--- config.mk ---
export PLATFORM = sky130hd
export DESIGN_NAME = modem_evt_wake
export DESIGN_NICKNAME = d
export VERILOG_FILES = /design/src/rtl/mew_pkg.sv /design/src/rtl/mew_sync.sv /design/src/rtl/mew_edge_det.sv /design/src/rtl/mew_wake.sv /design/src/rtl/mew_regs.sv /design/src/rtl/modem_evt_wake.sv
export SDC_FILE = /design/constraint.sdc
export NUM_CORES = 1
export LEC_CHECK = 0
export ABC_AREA = 1
export BUFFER_PORTS_ARGS = -buffer_cell sky130_fd_sc_hd__buf_2
export CORE_MARGIN = 5
export CORE_UTILIZATION = 47
export CTS_CLUSTER_DIAMETER = 200
export DETAILED_ROUTE_END_ITERATION = 10
export GPL_TIMING_DRIVEN = 0
export PLACE_DENSITY = 0.82
export SETUP_SLACK_MARGIN = 0.5
export SLEW_MARGIN = 20
export SYNTH_ARGS = -nofsm -noshare
export SYNTH_HDL_FRONTEND = slang
export SYNTH_SLANG_ARGS = --single-unit
--- constraint.sdc ---
create_clock -name clk_i -period 1.9 [get_ports clk_i]
set_clock_uncertainty 0.2 [all_clocks]
set_input_delay 0.57 -clock clk_i [delete_from_list [all_inputs] [get_ports clk_i]]
set_output_delay 0.57 -clock clk_i [all_outputs]
set_load 0.01 [all_outputs]
--- src/rtl/mew_pkg.sv ---
package mew_pkg;
  localparam int NL = 4;
  localparam int DW = 8;
  localparam int AW = 2;
  localparam int LN_CTS = 0;
  localparam int LN_DSR = 1;
  localparam int LN_RI  = 2;
  localparam int LN_DCD = 3;
  localparam int IER_MSI_BIT = 3;
  localparam logic [NL-1:0] TRAIL_ONLY = NL'(1) << LN_RI;

  typedef enum logic [AW-1:0] {
    ADDR_MASK  = 2'd0,
    ADDR_IER   = 2'd1,
    ADDR_STAT  = 2'd2,
    ADDR_SWAKE = 2'd3
  } reg_addr_e;
endpackage

--- src/rtl/mew_sync.sv ---
module mew_sync #(
  parameter int W = 5,
  parameter int STAGES = 2,
  parameter logic [W-1:0] RST_VAL = '0
) (
  input  logic         clk_i,
  input  logic         rst_ni,
  input  logic [W-1:0] d_i,
  output logic [W-1:0] q_o
);
  logic [W-1:0] stage_q [STAGES];

  always_ff @(posedge clk_i or negedge rst_ni) begin
    if (!rst_ni) begin
      for (int s = 0; s < STAGES; s++) stage_q[s] <= RST_VAL;
    end else begin
      stage_q[0] <= d_i;
      for (int s = 1; s < STAGES; s++) stage_q[s] <= stage_q[s-1];
    end
  end

  assign q_o = stage_q[STAGES-1];
endmodule

--- src/rtl/mew_edge_det.sv ---
module mew_edge_det #(
  parameter int W = 4,
  parameter logic [W-1:0] TRAIL = '0
) (
  input  logic         clk_i,
  input  logic         rst_ni,
  input  logic [W-1:0] cur_i,
  output logic [W-1:0] evt_o
);
  logic [W-1:0] prev_q;

  always_ff @(posedge clk_i or negedge rst_ni) begin
    if (!rst_ni) prev_q <= '0;
    else         prev_q <= cur_i;
  end

  for (genvar i = 0; i < W; i++) begin : g_line
    if (TRAIL[i]) begin : g_fall
      assign evt_o[i] = prev_q[i] & ~cur_i[i];
    end else begin : g_any
      assign evt_o[i] = prev_q[i] ^ cur_i[i];
    end
  end
endmodule

--- src/rtl/mew_wake.sv ---
module mew_wake #(
  parameter int W = 5,
  parameter logic [W-1:0] TRAIL = '0
) (
  input  logic [W-1:0] raw_i,
  input  logic [W-1:0] sync_i,
  input  logic [W-1:0] dis_i,
  output logic         wake_o
);
  logic [W-1:0] hit;

  for (genvar i = 0; i < W; i++) begin : g_src
    if (TRAIL[i]) begin : g_fall
      assign hit[i] = ~raw_i[i] & sync_i[i];
    end else begin : g_any
      assign hit[i] = raw_i[i] ^ sync_i[i];
    end
  end

  // combinational so a stopped clock still lets a pin change through
  assign wake_o = |(hit & ~dis_i);
endmodule

--- src/rtl/mew_regs.sv ---
module mew_regs
  import mew_pkg::*;
(
  input  logic          clk_i,
  input  logic          rst_ni,
  input  logic          wr_i,
  input  logic [AW-1:0] addr_i,
  input  logic [DW-1:0] wdata_i,
  input  logic [DW-1:0] status_i,
  output logic [NL-1:0] mask_o,
  output logic          msi_en_o,
  output logic          swake_dis_o,
  output logic [DW-1:0] rdata_o
);
  logic [NL-1:0] mask_q;
  logic          msi_en_q;
  logic          swake_dis_q;

  always_ff @(posedge clk_i or negedge rst_ni) begin
    if (!rst_ni) begin
      mask_q      <= '0;
      msi_en_q    <= 1'b0;
      swake_dis_q <= 1'b0;
    end else if (wr_i) begin
      case (addr_i)
        ADDR_MASK:  mask_q      <= wdata_i[NL-1:0];
        ADDR_IER:   msi_en_q    <= wdata_i[IER_MSI_BIT];
        ADDR_SWAKE: swake_dis_q <= wdata_i[0];
        default: ;
      endcase
    end
  end

  always_comb begin
    rdata_o = '0;
    case (addr_i)
      ADDR_MASK:  rdata_o[NL-1:0]     = mask_q;
      ADDR_IER:   rdata_o[IER_MSI_BIT] = msi_en_q;
      ADDR_STAT:  rdata_o             = status_i;
      ADDR_SWAKE: rdata_o[0]          = swake_dis_q;
      default: ;
    endcase
  end

  assign mask_o      = mask_q;
  assign msi_en_o    = msi_en_q;
  assign swake_dis_o = swake_dis_q;
endmodule

--- src/rtl/modem_evt_wake.sv ---
module modem_evt_wake
  import mew_pkg::*;
#(
  parameter int SYNC_STAGES = 2
) (
  input  logic          clk_i,
  input  logic          rst_ni,
  input  logic          cts_i,
  input  logic          dsr_i,
  input  logic          ri_i,
  input  logic          dcd_i,
  input  logic          sin_i,
  input  logic          reg_wr_i,
  input  logic          reg_rd_i,
  input  logic [AW-1:0] reg_addr_i,
  input  logic [DW-1:0] reg_wdata_i,
  output logic [DW-1:0] reg_rdata_o,
  output logic          irq_o,
  output logic          wake_o
);
  localparam int SW = NL + 1;
  localparam logic [SW-1:0] SYNC_RST = SW'(1) << NL;  // serial line idles high
  localparam logic [SW-1:0] WAKE_TRAIL = {1'b0, TRAIL_ONLY};

  logic [SW-1:0] raw, sync;
  logic [NL-1:0] evt, flag_q, mask;
  logic          msi_en, swake_dis, rd_stat;
  logic [DW-1:0] status;

  assign raw = {sin_i, dcd_i, ri_i, dsr_i, cts_i};

  mew_sync #(.W(SW), .STAGES(SYNC_STAGES), .RST_VAL(SYNC_RST)) u_sync (
    .clk_i(clk_i), .rst_ni(rst_ni), .d_i(raw), .q_o(sync)
  );

  mew_edge_det #(.W(NL), .TRAIL(TRAIL_ONLY)) u_edge (
    .clk_i(clk_i), .rst_ni(rst_ni), .cur_i(sync[NL-1:0]), .evt_o(evt)
  );

  mew_wake #(.W(SW), .TRAIL(WAKE_TRAIL)) u_wake (
    .raw_i(raw), .sync_i(sync), .dis_i({swake_dis, mask}), .wake_o(wake_o)
  );

  assign rd_stat = reg_rd_i && (reg_addr_i == ADDR_STAT);

  // new event wins over a clearing read on the same edge
  always_ff @(posedge clk_i or negedge rst_ni) begin
    if (!rst_ni) flag_q <= '0;
    else         flag_q <= (rd_stat ? '0 : flag_q) | evt;
  end

  assign status = {sync[NL-1:0], flag_q};

  mew_regs u_regs (
    .clk_i(clk_i), .rst_ni(rst_ni), .wr_i(reg_wr_i), .addr_i(reg_addr_i),
    .wdata_i(reg_wdata_i), .status_i(status), .mask_o(mask),
    .msi_en_o(msi_en), .swake_dis_o(swake_dis), .rdata_o(reg_rdata_o)
  );

  assign irq_o = msi_en && |(flag_q & ~mask);
endmodule

==> results.cfg <==
[synthesis]
synth_edf_count = 0
synthDistinctLibCells = 16
synth_area_per_cell_um2 = 9.33
syn_inst = 110
ys_top_cells_by_count = 23 x inv_1, 22 x dfrtp_1, 21 x nand2_1, 10 x nor2_1, 7 x nand3_1
yosysWarnings = 0
synth_top_cell_area_share = 0.537
synth.most_common_cell = inv_1
postSynthRegisterBits = 24
syn-num-nets = 129
ys_top_cells_by_area = dfrtp_1 54%, inv_1 8.4%, nand2_1 7.7%
async_flop_share = 1.00
synth_area_um2 = 1030
yosysTopAreaCell = dfrtp_1
postSynth.topFlopCell = dfrtp_1
yosysSeqAreaShare = 0.588

[floorplanning]
coreArea_um2 = 2150
dieArea_um2 = 3220
fp.dieW_um = 56.7
die_h_um = 56.7
initial_core_util = 0.478
pin_count = 29
row_count = 17

[worst_setup_path]
r2r_cells = 3
cp.required_ns = 1.13
crit_arrival_ns = 1.33
slowest_stage = dfstp_2
rr_endpoint = flag_q[1]
max_stage_delay_ns = 0.57
end_kind = output pin
path_cells = inv_2 > nand2_2 > nand3_2 > nand2_2 > nor2_2 > nand2_1 > buf_2
path_buf_inv = 2
r2r_slack_ns = 0.72
critPathLaunchType = flop
critPathKind = reg2out
crit_fanout = 2
crit_top_cell = nand2_2
reg2reg_from = u_sync.q_o[1]
cpLargestDelayFamily = flip-flops

[finish]
drive_above_1_share = 0.480
syn_to_final_growth_pct = 43.0
stdcell_area_um2 = 1470
multi_input_area_um2 = 403
utilization = 0.683
diodes = 0
fillers = 154
regArea_um2 = 603
final_nets = 172

[sta]
post-route-period-util = 1.10
finalHoldViolCount = 0
setup_viol = 6
report.final.slew_viol_count = 0
rsz0062_at_grt = true
tightest_slew_ns = 0.514
setup_ws_ns = -0.198
relSlewSlack = 0.658
fmax_mhz = 477
min_period_ns = 2.10

[clocking]
cts-hold-fix-buffers = 0
cts-root-buf = clkbuf_4
cts.sinks = 24
cts.path.max_buffers = 2
clkTransAtPathRegs_ns = 0.12
cts_tree = built
numCtsBuffers = 3
cts_max_level = 1
clock_latency_ns = 0.31

[placed_design]
io_buffer_count = 24
globalplace.congestion = 0.764
dpl_cell_area_um2 = 1230
place_hpwl_um = 1570

[grt]
track_usage = 0.161
grt_max_degree = 25
grt_pass1_wl_um = 3950
grt_antenna_before_repair = 0
gr-total-overflow = 0
grt_pass1_vias = 894

[routing]
viasPerCell = 4.84
routed_wl_um = 2370
dr.pass1.iters = 4
wl_per_cell_um = 13.2
num_vias = 871
drt-initial-drc-count = 15
drc = 0
ant_nets = 0

[power]
power_density_nw_per_um2 = 757
power_w = 0.00111
power_leakage_nw = 0.755
ir_drop_mv = 0.462

[run]
cap_violations = 0

[run_status]
status = finished with violations
violations = setup timing

[hold_path]
hold_class = in2async
==> power by group <==
group / internal, W / switching (W)
Clock: 0.000117 / 0.000147
Combinational: 0.000124 / 0.000138
Sequential: 0.000554 / 0.0000303
==> sequential cells by signal, summed over array words and instances (netlist names) <==
name	flops
u_sync.q_o	5
u_sync.stage_q	5
flag_q	4
u_edge.prev_q	4
u_regs.mask_o	4
u_regs.msi_en_o	1
u_regs.swake_dis_o	1
==> layer usage <==
layer / up-vias / GRT usage / part of all wire
li1: 427 / - / -
met3: 7 / 0.0345 / 0.043
met2: 23 / 0.262 / 0.50
met5: - / 0 / 0
met1: 414 / 0.197 / 0.43
met4: 0 / 0.0847 / 0.030
==> layout by cell type, fill, tap and decap left out, drive strengths merged <==
| cell | instances |
|---|---|
| o21ai | 10 |
| o22ai | 2 |
| xnor2 | 3 |
| nor2 | 12 |
| dfstp | 2 |
| o211ai | 2 |
| buf | 37 |
| nand3 | 7 |
| inv | 24 |
| dfrtp | 22 |
| a21oi | 2 |
| o21a | 1 |
| nand2 | 24 |
| clkbuf | 4 |
==> final cells by class <==
class,count,area share
clock buffer,4,0.0247
timing repair buffer,37,0.188
tap,28,0.0239
sequential,24,0.411
multi-input combinational,63,0.275
inverter,24,0.0776
==> worst max-delay path by stage <==
stage                   from        endpoint  slack, ns  cells past startpoint
2_1_floorplan  reg_addr_i[0]  reg_rdata_o[0]       0.20                      3
3_3_place_gp   reg_addr_i[0]  reg_rdata_o[0]      -0.16                      5
3_5_place_dp   reg_addr_i[0]  reg_rdata_o[0]      -0.18                      5
4_1_cts        u_sync.q_o[4]          wake_o      -0.20                      7
5_1_grt        u_sync.q_o[1]          wake_o      -0.29                      7
6_report       u_sync.q_o[4]          wake_o      -0.20                      7
==> what timing repair did <==
action                     in CTS  in global routing
pin swaps                      10                 11
cloned                          1                  0
setup endpoints to repair      10                 10
gates resized for setup        17                 15
setup buffers                  10                  3
hold endpoints to repair        0                  0
==> kinds of logic after synthesis <==
logic type | share of synthesized area
xor gates and xnor gates | 0.0256
AOI/OAI and AO/OA | 0.107
DFF | 0.588
buffers and inverters | 0.0878
and+or+nand+nor | 0.191
==> through the flow <==
step	hold slack (ns)	setup TNS, ns	instances	worst slack, ns
after detailed placement	0.136	-1.01	162	-0.181
after global routing	0.0548	-0.784	180	-0.286
final	0.00575	-0.444	180	-0.198
after global placement	0.135	-0.858	162	-0.161
after CTS	0.0201	-0.318	177	-0.205
after floorplan	0.0744	0	110	0.196
Note: power is estimated with default switching activity, not from simulation.
